--- src/rtl/pit_pkg.sv ---
package pit_pkg;
    localparam int PRESC_DIV = 16;
    localparam int VAL_W     = 20;
    localparam int PCNT_W    = 12;
    localparam int ADDR_W    = 4;
    localparam int DATA_W    = 32;
    localparam int EN_BIT    = 24;
    localparam int IE_BIT    = 25;
    localparam int OFS_MODE  = 'h0;
    localparam int OFS_STAT  = 'h4;
    localparam int OFS_VALUE = 'h8;
    localparam int OFS_IMAGE = 'hC;
endpackage

--- src/rtl/pit_prescale.sv ---
module pit_prescale #(
    parameter int DIV = 16
) (
    input  logic clk,
    input  logic rst_n,
    input  logic run,
    output logic tick
);
    localparam int W = (DIV > 1) ? $clog2(DIV) : 1;
    localparam logic [W-1:0] LAST = W'(DIV - 1);

    logic [W-1:0] cnt_d, cnt_q;

    always_comb begin
        tick  = run && (cnt_q == LAST);
        cnt_d = cnt_q + 1'b1;
        if (!run || tick) begin
            cnt_d = '0;
        end
    end

    always_ff @(posedge clk or negedge rst_n) begin
        if (!rst_n) begin
            cnt_q <= '0;
        end else begin
            cnt_q <= cnt_d;
        end
    end
endmodule

--- src/rtl/pit_counter.sv ---
module pit_counter #(
    parameter int VAL_W = 20
) (
    input  logic             clk,
    input  logic             rst_n,
    input  logic             tick,
    input  logic [VAL_W-1:0] limit,
    output logic [VAL_W-1:0] cur,
    output logic             wrap
);
    logic [VAL_W-1:0] cur_d, cur_q;

    always_comb begin
        wrap  = tick && (cur_q >= limit);
        cur_d = cur_q;
        if (wrap) begin
            cur_d = '0;
        end else if (tick) begin
            cur_d = cur_q + 1'b1;
        end
    end

    always_ff @(posedge clk or negedge rst_n) begin
        if (!rst_n) begin
            cur_q <= '0;
        end else begin
            cur_q <= cur_d;
        end
    end

    assign cur = cur_q;
endmodule

--- src/rtl/pit_events.sv ---
module pit_events #(
    parameter int PCNT_W = 12
) (
    input  logic              clk,
    input  logic              rst_n,
    input  logic              wrap,
    input  logic              ack,
    output logic [PCNT_W-1:0] pcnt,
    output logic              flag
);
    typedef struct packed {
        logic [PCNT_W-1:0] pcnt;
        logic              flag;
    } ev_t;

    ev_t ev_d, ev_q;

    always_comb begin
        ev_d = ev_q;
        if (ack) begin
            ev_d.pcnt = wrap ? PCNT_W'(1) : '0;
            ev_d.flag = wrap;
        end else if (wrap) begin
            ev_d.pcnt = ev_q.pcnt + 1'b1;
            ev_d.flag = 1'b1;
        end
    end

    always_ff @(posedge clk or negedge rst_n) begin
        if (!rst_n) begin
            ev_q <= '0;
        end else begin
            ev_q <= ev_d;
        end
    end

    assign pcnt = ev_q.pcnt;
    assign flag = ev_q.flag;
endmodule

--- src/rtl/pit_timer.sv ---
module pit_timer
    import pit_pkg::*;
#(
    parameter int DIV      = PRESC_DIV,
    parameter int CNT_W    = VAL_W,
    parameter int TALLY_W  = PCNT_W,
    parameter int AW       = ADDR_W,
    parameter int DW       = DATA_W
) (
    input  logic          clk,
    input  logic          rst_n,
    input  logic [AW-1:0] bus_addr,
    input  logic          bus_we,
    input  logic [DW-1:0] bus_wdata,
    input  logic          bus_re,
    output logic [DW-1:0] bus_rdata,
    output logic          irq
);
    localparam logic [AW-1:0] A_MODE  = AW'(OFS_MODE);
    localparam logic [AW-1:0] A_STAT  = AW'(OFS_STAT);
    localparam logic [AW-1:0] A_VALUE = AW'(OFS_VALUE);
    localparam logic [AW-1:0] A_IMAGE = AW'(OFS_IMAGE);

    typedef struct packed {
        logic             ie;
        logic             en;
        logic [CNT_W-1:0] limit;
    } mode_t;

    mode_t mode_d, mode_q;

    logic               tick, wrap, run, ack, mode_we, flag;
    logic               en_q, ie_q;
    logic [CNT_W-1:0]   cur;
    logic [TALLY_W-1:0] pcnt;
    logic               unused_wdata;

    assign mode_we      = bus_we && (bus_addr == A_MODE);
    assign ack          = bus_re && (bus_addr == A_VALUE);
    assign en_q         = mode_q.en;
    assign ie_q         = mode_q.ie;
    assign run          = en_q || (cur != '0);
    assign unused_wdata = ^bus_wdata;

    always_comb begin
        mode_d = mode_q;
        if (mode_we) begin
            mode_d.limit = bus_wdata[CNT_W-1:0];
            mode_d.en    = bus_wdata[EN_BIT];
            mode_d.ie    = bus_wdata[IE_BIT];
        end
    end

    always_ff @(posedge clk or negedge rst_n) begin
        if (!rst_n) begin
            mode_q <= '0;
        end else begin
            mode_q <= mode_d;
        end
    end

    pit_prescale #(.DIV(DIV)) u_presc (
        .clk   (clk),
        .rst_n (rst_n),
        .run   (run),
        .tick  (tick)
    );

    pit_counter #(.VAL_W(CNT_W)) u_cnt (
        .clk   (clk),
        .rst_n (rst_n),
        .tick  (tick),
        .limit (mode_q.limit),
        .cur   (cur),
        .wrap  (wrap)
    );

    pit_events #(.PCNT_W(TALLY_W)) u_ev (
        .clk   (clk),
        .rst_n (rst_n),
        .wrap  (wrap),
        .ack   (ack),
        .pcnt  (pcnt),
        .flag  (flag)
    );

    always_comb begin
        bus_rdata = '0;
        if (bus_re) begin
            if (bus_addr == A_MODE) begin
                bus_rdata[CNT_W-1:0] = mode_q.limit;
                bus_rdata[EN_BIT]    = mode_q.en;
                bus_rdata[IE_BIT]    = mode_q.ie;
            end else if (bus_addr == A_STAT) begin
                bus_rdata[0] = flag;
            end else if (bus_addr == A_VALUE || bus_addr == A_IMAGE) begin
                bus_rdata = DW'({pcnt, cur});
            end
        end
    end

    assign irq = flag & ie_q;
endmodule

--- config.mk ---
export PLATFORM = sky130hd
export DESIGN_NAME = pit_timer
export DESIGN_NICKNAME = d
export VERILOG_FILES = /design/src/rtl/pit_pkg.sv /design/src/rtl/pit_prescale.sv /design/src/rtl/pit_counter.sv /design/src/rtl/pit_events.sv /design/src/rtl/pit_timer.sv
export SDC_FILE = /design/constraint.sdc
export NUM_CORES = 1
export LEC_CHECK = 0
export BUFFER_PORTS_ARGS = -buffer_cell sky130_fd_sc_hd__clkbuf_2
export CAP_MARGIN = 15
export CORE_ASPECT_RATIO = 0.6
export CORE_UTILIZATION = 35
export CTS_BUF_LIST = sky130_fd_sc_hd__clkbuf_2 sky130_fd_sc_hd__clkbuf_4 sky130_fd_sc_hd__clkbuf_8
export DETAILED_ROUTE_END_ITERATION = 7
export GPL_TIMING_DRIVEN = 0
export HOLD_SLACK_MARGIN = 0.15
export PLACE_DENSITY_LB_ADDON = 0.25
export SYNTH_ARGS = -nofsm -noshare
export SYNTH_HDL_FRONTEND = slang
export SYNTH_SLANG_ARGS = --single-unit
--- constraint.sdc ---
create_clock -name clk -period 4.1 [get_ports clk]
set_input_delay 0.41 -clock clk [delete_from_list [all_inputs] [get_ports clk]]
set_output_delay 0.41 -clock clk [all_outputs]
set_load 0.05 [all_outputs]
==> out/qor.yml <==
layout:
  area_delta_synth_final_pct: 19.2
  finish.instance_area_mm2: 0.00421
  antenna_cells: 0
  nNetsFinal: 501
  drive_gt1_frac: 0.253
grt:
  overflow: 0
  grt_max_degree: 60
  grt_pass1_vias: 2840
  grt_pass1_wl_um: 14500
  grt_usage: 0.179
  antenna_found_initial: 0
worst_setup_path:
  criticalPathCategory: "reg2reg"
  critical_path_arrival_ps: 3080
  crit_path_cell_trace: "ha_1, a21oi_1, o21a_1, o221ai_1, a221oi_1, a21oi_2, buf_2, a31o_2"
  reg2reg_setup_slack_ps: 1260
  r2r_start: "u_cnt.cur[7]"
  path_max_fanout: 10
  cp.buffers_inverters: 1
  worstPathRequired_ps: 4340
  crit_path_max_incr_delay_ps: 760
  reg2reg_depth: 8
  start_kind: "flip-flop"
  cp_slowest_cell: "a221oi_1"
  cp-end-kind: "flip-flop"
  crit_family: "compound AO/OA/AOI/OAI gates"
  r2r_end: "u_ev.pcnt[2]"
timing:
  hold_viol: 0
  setup_viol: 0
  layout_setup_ws_ps: 1260
  tightest_slew_ps: 872
  clock.fmax_mhz: 352
  skew_ps: 11.3
  fin_crit_sh: 0.692
  rsz0062_at_grt: "no"
  period_needed_ps: 2840
  slew_viol_final: 0
  fin_setup_tns_ps: 0
  maxSlewHeadroom: 0.414
synthesis:
  synth_area_per_cell_um2: 9.71
  ys_async_sr_fraction: 1.00
  synth_warnings: 0
  synth-seq-area-share: 0.418
  syn_nets: 428
  netlist_area_mm2: 0.00353
  synth_edf_count: 0
  synth_flop_cell: "dfrtp_1"
  synth_cell_types: 43
  syn_inst: 364
  ys_seq_elements: 59
pwr:
  p_int_mw: 1.09
  swShare: 0.278
  power.share.clock: 0.365
  leakage_nw: 2.08
  p_sw_uw: 420
  comb_power_share: 0.162
  power.density_mw_per_mm2: 358
  ir_worst_vdd_v: 0.000176
  p_seq_frac: 0.472
route:
  drcViolationCount: 0
  drt-pass1-iter-count: 4
  drt_iter0_markers: 108
  avgViaCountPerCell: 5.03
  avgRoutedWirePerCell_um: 14.8
  routed_wirelength_um: 8460
  ant_nets: 0
  vias: 2879
min_path:
  hold_class: "in2async"
run:
  drv_cap: 0
clock_network:
  post_cts_buffers: 0
  numCtsBuffers: 9
  cts_tree: "yes"
  clkTransAtPathRegs_ps: 70
  clock_latency_ps: 350
  ctsResizeCount: 0
  ctsLongestPathBuffers: 2
  root_buffer: "clkbuf_8"
  cts_sinks: 59
  h-tree-depth: 3
  ctsHoldBuffers: 0
outcome:
  status: "finished, final reports clean"
floorplan:
  io-pin-count: 73
  dieArea_mm2: 0.0105
  start_util: 0.372
  core_mm2: 0.00949
  rows: 27
  dieHeight_um: 79.8
  die_w_um: 132
placement:
  numPortBuffers: 62
  place.gp.congestion: 0.808
  dp_hpwl_um: 6480
  dp_slack_ps: 1290
  placed_cell_area_mm2: 0.00401
-- Yosys cell counts (5+ instances only) --
cell type | number | area (µm²)
dfrtp_1 | 59 | 1480
nor2_1 | 31 | 116
inv_1 | 29 | 109
ha_1 | 24 | 300
mux2_2 | 23 | 259
nand2_1 | 23 | 86.3
a22o_1 | 22 | 193
nand3_1 | 22 | 110
a21oi_1 | 17 | 85.1
and2_1 | 14 | 87.6
xor2_1 | 14 | 123
and3_1 | 10 | 62.6
clkbuf_1 | 9 | 33.8
o21ai_0 | 7 | 35.0
xnor2_1 | 5 | 43.8
-- logic make-up after synthesis --
family	after synthesis	share of synthesized area
multiplexers	24	0.0761
AND/OR/NAND/NOR	128	0.192
adder cells (fa/ha/maj)	24	0.0850
AO/OA/AOI/OAI	66	0.133
buffers and inverters	44	0.0492
flip-flops	59	0.418
XOR/XNOR	19	0.0471
-- cell type report --
class / instances / area [µm²]
Buffer: 15 / 65.1
Clock buffer: 14 / 168
Clock inverter: 2 / 35.0
Fill cell: 959 / 5280
Inverter: 29 / 109
Multi-Input combinational cell: 261 / 1880
Sequential cell: 59 / 1480
Tap cell: 130 / 163
Timing Repair Buffer: 62 / 313
-- cell usage in the layout (no fill, tap or decap), types with 3 or more instances in the layout --
| cell type | count |
|---|---|
| xnor2_1 | 5 |
| clkbuf_2 | 61 |
| nor4_1 | 4 |
| a22o_1 | 22 |
| nand2b_1 | 4 |
| clkbuf_1 | 9 |
| inv_1 | 29 |
| a21oi_1 | 17 |
| and3_1 | 10 |
| nor2_1 | 31 |
| nor3_1 | 4 |
| dfrtp_1 | 59 |
| ha_1 | 24 |
| nand3_1 | 22 |
| xor2_1 | 14 |
| nand4_1 | 4 |
| clkbuf_4 | 5 |
| nand2_1 | 23 |
| a31o_2 | 3 |
| o31ai_1 | 4 |
| mux2_2 | 23 |
| buf_1 | 4 |
| clkbuf_8 | 10 |
| nor4b_1 | 3 |
| o21ai_0 | 7 |
| and2_1 | 14 |
-- power by group through the flow --
stage / registers (mW) / clock network, mW / logic, mW
floorplan: 0.703 / 0 / 0.184
global placement: 0.719 / 0 / 0.240
detailed placement: 0.722 / 0 / 0.249
CTS: 0.711 / 0.569 / 0.250
global route: 0.722 / 0.594 / 0.281
finish: 0.712 / 0.551 / 0.245
-- sequential cells by signal, summed over array words and instances, names as in the netlist --
name,flops
en_q,1
u_presc.cnt_q,4
u_cnt.cur,20
u_ev.pcnt,12
u_ev.flag,1
mode_q,20
ie_q,1
-- layer usage --
metal | part of all wire | global-route usage
met1 | 0.53 | 0.262
met4 | 0.013 | 0.0581
met3 | 0.061 | 0.0514
met5 | 0 | 0
met2 | 0.39 | 0.249
-- per-stage QoR --
step	std cells	hold WS (ps)	power (mW)	utilization
after floorplan	364	114	0.887	-
after global placement	556	449	0.959	0.422
after detailed placement	556	457	0.971	0.422
after CTS	572	205	1.53	0.444
after global routing	572	256	1.60	0.444
final	572	177	1.51	0.444
-- worst register-to-register path, stage by stage, from the launching register on --
cell and delay (ps):
dfrtp_1 440, ha_1 310, a21oi_1 150, o21a_1 140, o221ai_1 140, a221oi_1 760, a21oi_2 280, buf_2 260
a31o_2 240
-- worst max-delay path by stage --
stage | slack (ps) | cells after the start | end | from
2_1_floorplan | 1730 | 9 | u_ev.pcnt[9] | u_cnt.cur[18]
3_3_place_gp | 1290 | 8 | u_ev.pcnt[2] | u_cnt.cur[5]
3_5_place_dp | 1290 | 8 | u_ev.pcnt[2] | u_cnt.cur[5]
4_1_cts | 1260 | 8 | u_cnt.cur[9] | u_cnt.cur[5]
5_1_grt | 970 | 10 | u_ev.pcnt[4] | u_cnt.cur[0]
6_report | 1260 | 8 | u_ev.pcnt[2] | u_cnt.cur[7]
Power figures use the tool's default switching activity.
